File: config.mk
export PLATFORM = sky130hd
export DESIGN_NAME = exc_entry_unit
export DESIGN_NICKNAME = d
export VERILOG_FILES = /design/src/rtl/exc_entry_pkg.sv /design/src/rtl/exc_req_arb.sv /design/src/rtl/exc_entry_ctrl.sv /design/src/rtl/exc_sr_file.sv /design/src/rtl/exc_entry_unit.sv
export SDC_FILE = /design/constraint.sdc
export NUM_CORES = 1
export LEC_CHECK = 0
export CORE_ASPECT_RATIO = 0.6
export CORE_MARGIN = 2
export CORE_UTILIZATION = 35
export CTS_CLUSTER_DIAMETER = 50
export DETAILED_ROUTE_END_ITERATION = 6
export DONT_BUFFER_PORTS = 1
export PLACE_DENSITY_LB_ADDON = 0.2
export SLEW_MARGIN = 10
export SYNTH_ARGS = -nofsm -noshare
export SYNTH_HDL_FRONTEND = slang
export SYNTH_HIERARCHICAL = 1
export SYNTH_SLANG_ARGS = --single-unit
File: constraint.sdc
create_clock -name clk -period 3.9 [get_ports clk]
set_input_delay 0.195 -clock clk [delete_from_list [all_inputs] [get_ports clk]]
set_output_delay 0.195 -clock clk [all_outputs]
set_load 0.05 [all_outputs]
File: src/rtl/exc_entry_pkg.sv
package exc_entry_pkg;

    typedef enum logic [2:0] {
        ST_IDLE,
        ST_USER,
        ST_KERNEL,
        ST_DOUBLE,
        ST_DEBUG
    } ent_state_t;

    localparam logic [1:0] VEC_USER   = 2'd0;
    localparam logic [1:0] VEC_KERNEL = 2'd1;
    localparam logic [1:0] VEC_DOUBLE = 2'd2;
    localparam logic [1:0] VEC_DEBUG  = 2'd3;

    localparam int SR_AW = 5;
    localparam int XLEN  = 32;
    localparam int CW    = 6;
    localparam int PSW   = 6;

    localparam logic [SR_AW-1:0] SRA_PS       = 5'd0;
    localparam logic [SR_AW-1:0] SRA_EPC1     = 5'd1;
    localparam logic [SR_AW-1:0] SRA_DPC      = 5'd2;
    localparam logic [SR_AW-1:0] SRA_CAUSE    = 5'd3;
    localparam logic [SR_AW-1:0] SRA_VADDR    = 5'd4;
    localparam logic [SR_AW-1:0] SRA_DBGCAUSE = 5'd5;
    localparam int               SRA_LVL_PC   = 8;
    localparam int               SRA_LVL_PS   = 16;

    localparam int PS_EXCM_BIT = 4;
    localparam int PS_UM_BIT   = 5;

endpackage

File: src/rtl/exc_req_arb.sv
module exc_req_arb
    import exc_entry_pkg::*;
#(
    parameter int DEBUG_LEVEL = 6,
    parameter int ALIGN_CAUSE = 9,
    parameter bit UNALIGN_EXC = 1'b1,
    parameter bit HW_ALIGN    = 1'b0
) (
    input  logic [3:0]      ps_intlevel,
    input  logic            exc_valid,
    input  logic [CW-1:0]   exc_cause,
    input  logic [XLEN-1:0] exc_pc,
    input  logic            exc_vaddr_valid,
    input  logic [XLEN-1:0] exc_vaddr,
    input  logic            mis_valid,
    input  logic [XLEN-1:0] mis_pc,
    input  logic [XLEN-1:0] mis_addr,
    input  logic            dbg_valid,
    input  logic [CW-1:0]   dbg_cause,
    input  logic [XLEN-1:0] dbg_pc,
    output logic            gen_go,
    output logic            dbg_go,
    output logic [CW-1:0]   sel_cause,
    output logic [XLEN-1:0] sel_pc,
    output logic            sel_vaddr_valid,
    output logic [XLEN-1:0] sel_vaddr
);
    localparam logic [3:0]    DBG_LVL    = 4'(DEBUG_LEVEL);
    localparam logic [CW-1:0] ALIGN_CODE = CW'(ALIGN_CAUSE);
    localparam bit            ALIGN_TRAP = UNALIGN_EXC && !HW_ALIGN;

    logic mis_go;

    always_comb begin
        dbg_go = dbg_valid && (ps_intlevel < DBG_LVL);
        mis_go = mis_valid && ALIGN_TRAP;
        gen_go = !dbg_go && (exc_valid || mis_go);
    end

    always_comb begin
        if (dbg_go) begin
            sel_cause       = dbg_cause;
            sel_pc          = dbg_pc;
            sel_vaddr_valid = 1'b0;
            sel_vaddr       = '0;
        end else if (exc_valid) begin
            sel_cause       = exc_cause;
            sel_pc          = exc_pc;
            sel_vaddr_valid = exc_vaddr_valid;
            sel_vaddr       = exc_vaddr;
        end else begin
            sel_cause       = ALIGN_CODE;
            sel_pc          = mis_pc;
            sel_vaddr_valid = mis_go;
            sel_vaddr       = mis_addr;
        end
    end
endmodule

File: src/rtl/exc_entry_ctrl.sv
module exc_entry_ctrl
    import exc_entry_pkg::*;
(
    input  logic       clk,
    input  logic       rst_n,
    input  logic       gen_go,
    input  logic       dbg_go,
    input  logic       ps_excm,
    input  logic       ps_um,
    output logic       vector_valid,
    output logic [1:0] vector_code
);
    ent_state_t state_q, state_d;

    always_comb begin
        if (dbg_go)
            state_d = ST_DEBUG;
        else if (gen_go && ps_excm)
            state_d = ST_DOUBLE;
        else if (gen_go && ps_um)
            state_d = ST_USER;
        else if (gen_go)
            state_d = ST_KERNEL;
        else
            state_d = ST_IDLE;
    end

    always_ff @(posedge clk) begin
        if (!rst_n)
            state_q <= ST_IDLE;
        else
            state_q <= state_d;
    end

    always_comb begin
        vector_valid = 1'b1;
        vector_code  = VEC_KERNEL;
        unique case (state_q)
            ST_IDLE:   vector_valid = 1'b0;
            ST_USER:   vector_code  = VEC_USER;
            ST_KERNEL: vector_code  = VEC_KERNEL;
            ST_DOUBLE: vector_code  = VEC_DOUBLE;
            ST_DEBUG:  vector_code  = VEC_DEBUG;
            default:   vector_valid = 1'b0;
        endcase
    end
endmodule

File: src/rtl/exc_sr_file.sv
module exc_sr_file
    import exc_entry_pkg::*;
#(
    parameter int DEBUG_LEVEL = 6,
    parameter int NUM_LEVELS  = 6,
    parameter bit HAS_DPC     = 1'b1
) (
    input  logic             clk,
    input  logic             rst_n,
    input  logic             gen_go,
    input  logic             dbg_go,
    input  logic [CW-1:0]    sel_cause,
    input  logic [XLEN-1:0]  sel_pc,
    input  logic             sel_vaddr_valid,
    input  logic [XLEN-1:0]  sel_vaddr,
    input  logic             sr_we,
    input  logic [SR_AW-1:0] sr_addr,
    input  logic [XLEN-1:0]  sr_wdata,
    output logic [XLEN-1:0]  sr_rdata,
    output logic [PSW-1:0]   ps_q
);
    localparam logic [3:0] DBG_LVL = 4'(DEBUG_LEVEL);

    logic [XLEN-1:0] epc1_q, dpc_q, vaddr_q;
    logic [CW-1:0]   cause_q, dbgcause_q;
    logic [XLEN-1:0] lvl_pc_q [2:NUM_LEVELS];
    logic [PSW-1:0]  lvl_ps_q [2:NUM_LEVELS];

    logic ps_wr;
    assign ps_wr = sr_we && (sr_addr == SRA_PS);

    always_ff @(posedge clk) begin
        if (!rst_n) begin
            ps_q <= '0;
        end else if (dbg_go) begin
            ps_q[3:0]         <= DBG_LVL;
            ps_q[PS_EXCM_BIT] <= 1'b1;
        end else if (gen_go) begin
            ps_q[PS_EXCM_BIT] <= 1'b1;
        end else if (ps_wr) begin
            ps_q <= sr_wdata[PSW-1:0];
        end
    end

    always_ff @(posedge clk) begin
        if (!rst_n) begin
            epc1_q     <= '0;
            vaddr_q    <= '0;
            cause_q    <= '0;
            dbgcause_q <= '0;
        end else begin
            if (gen_go && !(ps_q[PS_EXCM_BIT] && HAS_DPC))
                epc1_q <= sel_pc;
            else if (sr_we && sr_addr == SRA_EPC1)
                epc1_q <= sr_wdata;
            if (gen_go && sel_vaddr_valid)
                vaddr_q <= sel_vaddr;
            else if (sr_we && sr_addr == SRA_VADDR)
                vaddr_q <= sr_wdata;
            if (gen_go)
                cause_q <= sel_cause;
            else if (sr_we && sr_addr == SRA_CAUSE)
                cause_q <= sr_wdata[CW-1:0];
            if (dbg_go)
                dbgcause_q <= sel_cause;
            else if (sr_we && sr_addr == SRA_DBGCAUSE)
                dbgcause_q <= sr_wdata[CW-1:0];
        end
    end

    generate
        if (HAS_DPC) begin : g_dpc
            always_ff @(posedge clk) begin
                if (!rst_n)
                    dpc_q <= '0;
                else if (gen_go && ps_q[PS_EXCM_BIT])
                    dpc_q <= sel_pc;
                else if (sr_we && sr_addr == SRA_DPC)
                    dpc_q <= sr_wdata;
            end
        end else begin : g_no_dpc
            assign dpc_q = '0;
        end
    endgenerate

    generate
        for (genvar lv = 2; lv <= NUM_LEVELS; lv++) begin : g_lvl
            localparam logic [SR_AW-1:0] A_PC = SR_AW'(SRA_LVL_PC + lv);
            localparam logic [SR_AW-1:0] A_PS = SR_AW'(SRA_LVL_PS + lv);
            localparam bit IS_DBG = (lv == DEBUG_LEVEL);
            always_ff @(posedge clk) begin
                if (!rst_n) begin
                    lvl_pc_q[lv] <= '0;
                    lvl_ps_q[lv] <= '0;
                end else begin
                    if (IS_DBG && dbg_go)
                        lvl_pc_q[lv] <= sel_pc;
                    else if (sr_we && sr_addr == A_PC)
                        lvl_pc_q[lv] <= sr_wdata;
                    if (IS_DBG && dbg_go)
                        lvl_ps_q[lv] <= ps_q;
                    else if (sr_we && sr_addr == A_PS)
                        lvl_ps_q[lv] <= sr_wdata[PSW-1:0];
                end
            end
        end
    endgenerate

    always_comb begin
        sr_rdata = '0;
        case (sr_addr)
            SRA_PS:       sr_rdata = XLEN'(ps_q);
            SRA_EPC1:     sr_rdata = epc1_q;
            SRA_DPC:      sr_rdata = dpc_q;
            SRA_CAUSE:    sr_rdata = XLEN'(cause_q);
            SRA_VADDR:    sr_rdata = vaddr_q;
            SRA_DBGCAUSE: sr_rdata = XLEN'(dbgcause_q);
            default:      sr_rdata = '0;
        endcase
        for (int lv = 2; lv <= NUM_LEVELS; lv++) begin
            if (sr_addr == SR_AW'(SRA_LVL_PC + lv)) sr_rdata = lvl_pc_q[lv];
            if (sr_addr == SR_AW'(SRA_LVL_PS + lv)) sr_rdata = XLEN'(lvl_ps_q[lv]);
        end
    end
endmodule

File: src/rtl/exc_entry_unit.sv
module exc_entry_unit
    import exc_entry_pkg::*;
#(
    parameter int DEBUG_LEVEL = 6,
    parameter int NUM_LEVELS  = 6,
    parameter bit HAS_DPC     = 1'b1,
    parameter int ALIGN_CAUSE = 9,
    parameter bit UNALIGN_EXC = 1'b1,
    parameter bit HW_ALIGN    = 1'b0
) (
    input  logic        clk,
    input  logic        rst_n,
    input  logic        exc_valid,
    input  logic [5:0]  exc_cause,
    input  logic [31:0] exc_pc,
    input  logic        exc_vaddr_valid,
    input  logic [31:0] exc_vaddr,
    input  logic        mis_valid,
    input  logic [31:0] mis_pc,
    input  logic [31:0] mis_addr,
    input  logic        dbg_valid,
    input  logic [5:0]  dbg_cause,
    input  logic [31:0] dbg_pc,
    input  logic        sr_we,
    input  logic [4:0]  sr_addr,
    input  logic [31:0] sr_wdata,
    output logic [31:0] sr_rdata,
    output logic        vector_valid,
    output logic [1:0]  vector_code
);
    logic            gen_go, dbg_go;
    logic [CW-1:0]   sel_cause;
    logic [XLEN-1:0] sel_pc, sel_vaddr;
    logic            sel_vaddr_valid;
    logic [PSW-1:0]  ps_q;

    exc_req_arb #(
        .DEBUG_LEVEL(DEBUG_LEVEL), .ALIGN_CAUSE(ALIGN_CAUSE),
        .UNALIGN_EXC(UNALIGN_EXC), .HW_ALIGN(HW_ALIGN)
    ) arb_i (
        .ps_intlevel(ps_q[3:0]),
        .exc_valid(exc_valid), .exc_cause(exc_cause), .exc_pc(exc_pc),
        .exc_vaddr_valid(exc_vaddr_valid), .exc_vaddr(exc_vaddr),
        .mis_valid(mis_valid), .mis_pc(mis_pc), .mis_addr(mis_addr),
        .dbg_valid(dbg_valid), .dbg_cause(dbg_cause), .dbg_pc(dbg_pc),
        .gen_go(gen_go), .dbg_go(dbg_go),
        .sel_cause(sel_cause), .sel_pc(sel_pc),
        .sel_vaddr_valid(sel_vaddr_valid), .sel_vaddr(sel_vaddr)
    );

    exc_entry_ctrl ctrl_i (
        .clk(clk), .rst_n(rst_n),
        .gen_go(gen_go), .dbg_go(dbg_go),
        .ps_excm(ps_q[PS_EXCM_BIT]), .ps_um(ps_q[PS_UM_BIT]),
        .vector_valid(vector_valid), .vector_code(vector_code)
    );

    exc_sr_file #(
        .DEBUG_LEVEL(DEBUG_LEVEL), .NUM_LEVELS(NUM_LEVELS), .HAS_DPC(HAS_DPC)
    ) sr_i (
        .clk(clk), .rst_n(rst_n),
        .gen_go(gen_go), .dbg_go(dbg_go),
        .sel_cause(sel_cause), .sel_pc(sel_pc),
        .sel_vaddr_valid(sel_vaddr_valid), .sel_vaddr(sel_vaddr),
        .sr_we(sr_we), .sr_addr(sr_addr), .sr_wdata(sr_wdata),
        .sr_rdata(sr_rdata), .ps_q(ps_q)
    );
endmodule

==> results by stage <==
Timing:
- The clock tree skew after final layout is approximately 0.021 ns.
- The slew at the pin with the worst max-slew slack is about 1.2 ns.
- The number of max-slew violations in the final report came to 0.
- For this run, the top clock speed supported by timing is about 360 MHz.
- Setup repair after global routing left no endpoint under its margin.
- The total count of hold-check failures in the final report is 0.
- The final critical delay including setup and external delays is between 2 and 3 ns.
- Setup violations remaining at the end of the flow were counted as 0.
- The share of the cycle needed by the critical path after routing is 71.3%.
- The setup total negative slack is 0 ns.
- The worst pin sits at a relative slew slack of a little under a fifth.

Yosys:
- The sequential area share after synthesis is between 40 and 50%.
- By area the synthesized netlist is led by edfxtp_1, dfxtp_1, o211a_1.
- The instance count of the mapped netlist is roughly 1600.
- The synthesized design contains 190 enable-type register cells.
- In the synthesized netlist the dominant register cell turns out to be edfxtp_1.
- The number of nets in the synthesized netlist is roughly 1800.
- Counting flops and latches in the post-synthesis netlist gives slightly above 300.
- After synthesis, the mean cell area works out to roughly 11 sq um.
- Yosys printed 6 warnings.
- Summing every instance area after synthesis gives 16700 sq um.
- The synthesized design spends more area on one cell type than any other, namely edfxtp_1.
- After synthesis, the netlist uses just over 70 different library cells.
- The share of async-settable or async-resettable flops after synthesis is 0%.
- After synthesis, the largest area contributor takes up around 34% of total cell area.

Drt:
- The first routing iteration left approximately 1200 violations.
- The vias after detailed routing is about 13000.
- The detail route stage leaves a number of antenna-violating nets equal to 0.
- The remaining routing DRC violations is 0.
- The first TritonRoute pass finished after 5 iterations.
- After detailed routing, the average wire length per cell comes to between 20 and 30 microns.
- The routed design has ~58000 microns of wire.
- In the routed layout, each cell is associated on average with a via count of between 5 and 6.

Global routing:
- The total overflow left after global routing is 0.
- The number of global-route vias before repair was around 12000.
- The number of antenna violations at the first check in global routing was 2.
- Across every metal layer, demand over resource in global routing totals 22.8%.
- The wire length of the first global-routing pass is between 80000 and 90000 microns.
- Entering global routing, the biggest net connects between 100 and 150 pins.

Placement:
- After detailed placement, the design holds a cell count of around 2100.
- Routability-driven placement finished with a final weighted congestion of approximately 0.86.
- The placed instances occupy a cell area of ~17000 sq um.
- After legalization and detailed placement, the total HPWL measured ~38000 microns.
- Input and output buffers added on the ports amount to 0.

Setup path:
- STA classifies the critical path endpoint as an output port.
- The library cell contributing the largest single delay on the critical path is dfxtp_2.
- The startpoint of the lowest-slack register-to-register path is sr_i/ps_q[2]$_SDFFE_PN0P_.
- The endpoint identified for the worst register-to-register timing path is sr_i/dpc_q[17]$_SDFFE_PN0P_.
- The worst setup path is launched from a flop.
- The data required time of the critical path is roughly 3.7 ns.
- The number of cells on the worst reg-to-reg path is 8.
- The critical path is of the flop to output port type.
- The data arrival time at the worst-slack endpoint is 2.59 ns.
- The maximum fanout count along the critical path is 16.
- Walking the worst path, the cells encountered are or3b_1 -> a21oi_1 -> o22ai_1 -> o211a_1 -> a211oi_2 -> buf_4.
- Across all register-to-register paths, the minimum setup slack is roughly 1.2 ns.
- The number of buffer and inverter stages on the critical path is 1.
- The largest delay contributor family on the critical path is compound AO/OA/AOI/OAI gates.
- The delay of the slowest cell on the worst path is about 0.55 ns.

Min path:
- The classification of the worst-slack hold path is input pin to flop.
- The worst hold path begins at dbg_cause[3].
- The sink of the worst hold path is sr_i/cause_q[3]$_SDFFE_PN0P_.
- The number of cells on the worst hold path is 4.

Pwr:
- Power comes to around 8 mW.
- IR analysis of the VDD net gives a maximum drop of roughly 0.2 mV.
- The power density of the placed cells is 436 nW/um^2.
- In this run the static leakage power is 7.81 nW.

Clock network:
- The clock tree from TritonCTS is built.
- The cell sitting at the root of the clock tree is a clkbuf_16.
- The H-tree was split into 2 levels.
- Clock latency on the worst-skew pair, taken at its later pin, is around 0.53 ns.
- The post-CTS setup repair buffer count is 0.
- The clock transition at the registers of the reported paths is about 0.060 ns.
- The clock passes through at most 3 buffers.
- Counting every sink on the clock net gives between 300 and 400.
- The number of clock buffers added by TritonCTS is 35.

Finish:
- Of the cells placed in the final design, the portion with a size suffix greater than 1 is between 10 and 15%.
- The final instance area is around 19000 sq um.
- The filler cells instantiated in the layout total ~4600.
- At the end of the flow, the number of nets in the layout was between 1500 and 2000.
- The post-synthesis to final-layout area growth is 10.9%.
- After the flow finishes, the layout carries non-filler instances totaling about 2200.

Run:
- The number of maximum-capacitance constraint violations is 0.

Floorplan:
- The effective utilization at floorplan is 35.8%.
- The die area is 49600 sq um.
- The top-level I/O count is roughly 250.
- In this run the core area contains ~60 standard-cell rows.
- The region available for standard cell placement spans around 47000 sq um.
- Measured along the x axis, the die boundary spans 286 microns.
- The die span in y is ~170 microns.

Run status:
- The run finished with clean final reports.
## sequential cells by signal, indices dropped and copies added, names as in the netlist
| register | count |
|---|---|
| sr_i/vaddr_q | 32 |
| sr_i/dpc_q | 32 |
| sr_i/epc1_q | 32 |
| sr_i/cause_q | 6 |
| sr_i/lvl_ps_q | 30 |
| sr_i/dbgcause_q | 6 |
| sr_i/lvl_pc_q | 160 |
| ctrl_i/state_q | 3 |
| sr_i/ps_q | 6 |
## stage by stage
step                hold WS (ns)  worst slack [ns]  utilization [%]
CTS                       0.0254              1.14             39.7
floorplan                  0.322              1.29                -
global route              0.0637              1.05             39.7
detailed placement         0.326              1.21             36.6
finish                    0.0438              1.12             39.7
global placement           0.336              1.27             36.6
## logic make-up (layout without fill, tap and decap cells)
logic type      after synthesis  in the layout  synth area share [%]
compound gates              353            353                  17.7
xor+xnor                      1              1                0.0524
buf+inv                     154            143                  5.00
flops                       307            307                  48.1
mux                         167            167                  10.5
other cells                   0              1                     0
simple gates                586            586                  18.6
## cell type report
cell class	count	area [sq um]	share of cell area, %
diodes	1	2.50	0.0135
clock buffers	51	976	5.26
clock inverters	11	138	0.741
inverters	9	33.8	0.182
multi-input cells	1107	7900	42.5
flip-flops and latches	307	8050	43.4
well taps	630	788	4.25
repair buffers	72	678	3.65
## tightest hold or removal path: stages
cell and delay [ns]:
mux2_2 0.14, nand2_1 0.05, o21ai_0 0.05, and2_1 0.11
## layer usage
layer	track usage [%]	up-vias	share of wire (%)	routed length, microns
li1	-	5813	-	-
met1	34.7	6316	49	28100
met2	31.8	562	40	23400
met3	5.66	75	8.9	5180
met4	5.65	2	2.2	1280
met5	0	-	0.022	13
## synth_stat cells (all sizes together) (12+ instances only)
master	count
a221oi	29
a22o	65
a21oi	25
a22oi	53
o211a	103
and2	161
edfxtp	190
o21ai	30
buf	80
dfxtp	117
nor2	53
nand3	166
nand2	138
clkbuf	65
mux2	70
nand2b	12
mux2i	97
## where the power goes
part	internal, mW	total [mW]	switching (mW)
Sequential	3.67	3.78	0.110
Combinational	0.360	1.04	0.676
Clock	1.94	3.29	1.35
## how the worst max path moves through the flow
stage,start,to,slack (ns),cells after the start
after floorplan,sr_i/ps_q[1]$_SDFFE_PN0P_,sr_i/lvl_pc_q[0][128]$_DFFE_PP_,1.29,6
after global placement,sr_i/ps_q[1]$_SDFFE_PN0P_,sr_i/dpc_q[17]$_SDFFE_PN0P_,1.27,8
after detailed placement,sr_addr[3],sr_rdata[0],1.21,6
after CTS,sr_i/ps_q[4]$_SDFFE_PN0P_,sr_rdata[4],1.14,6
after global routing,sr_i/ps_q[4]$_SDFFE_PN0P_,sr_rdata[4],1.05,6
final,sr_i/ps_q[4]$_SDFFE_PN0P_,sr_rdata[4],1.12,6
## cell usage in the layout, fill, tap and decap left out, types with 12 or more instances in the layout
master,instances
o211a_1,103
nand3_1,166
nand2_1,137
a22oi_1,53
edfxtp_1,190
o21ai_0,29
mux2_2,68
buf_4,36
mux2i_1,97
a22o_1,64
dfxtp_1,116
dlygate4sd3_1,32
clkbuf_1,12
a221oi_1,24
clkbuf_16,35
and2_1,160
nor2_1,47
a21oi_1,25
## what timing repair did
item	CTS	global route
hold buffers	33	0
setup endpoints to repair	0	0
resized for setup	0	0
hold endpoints to repair	307	0
Power figures use the tool's default switching activity.
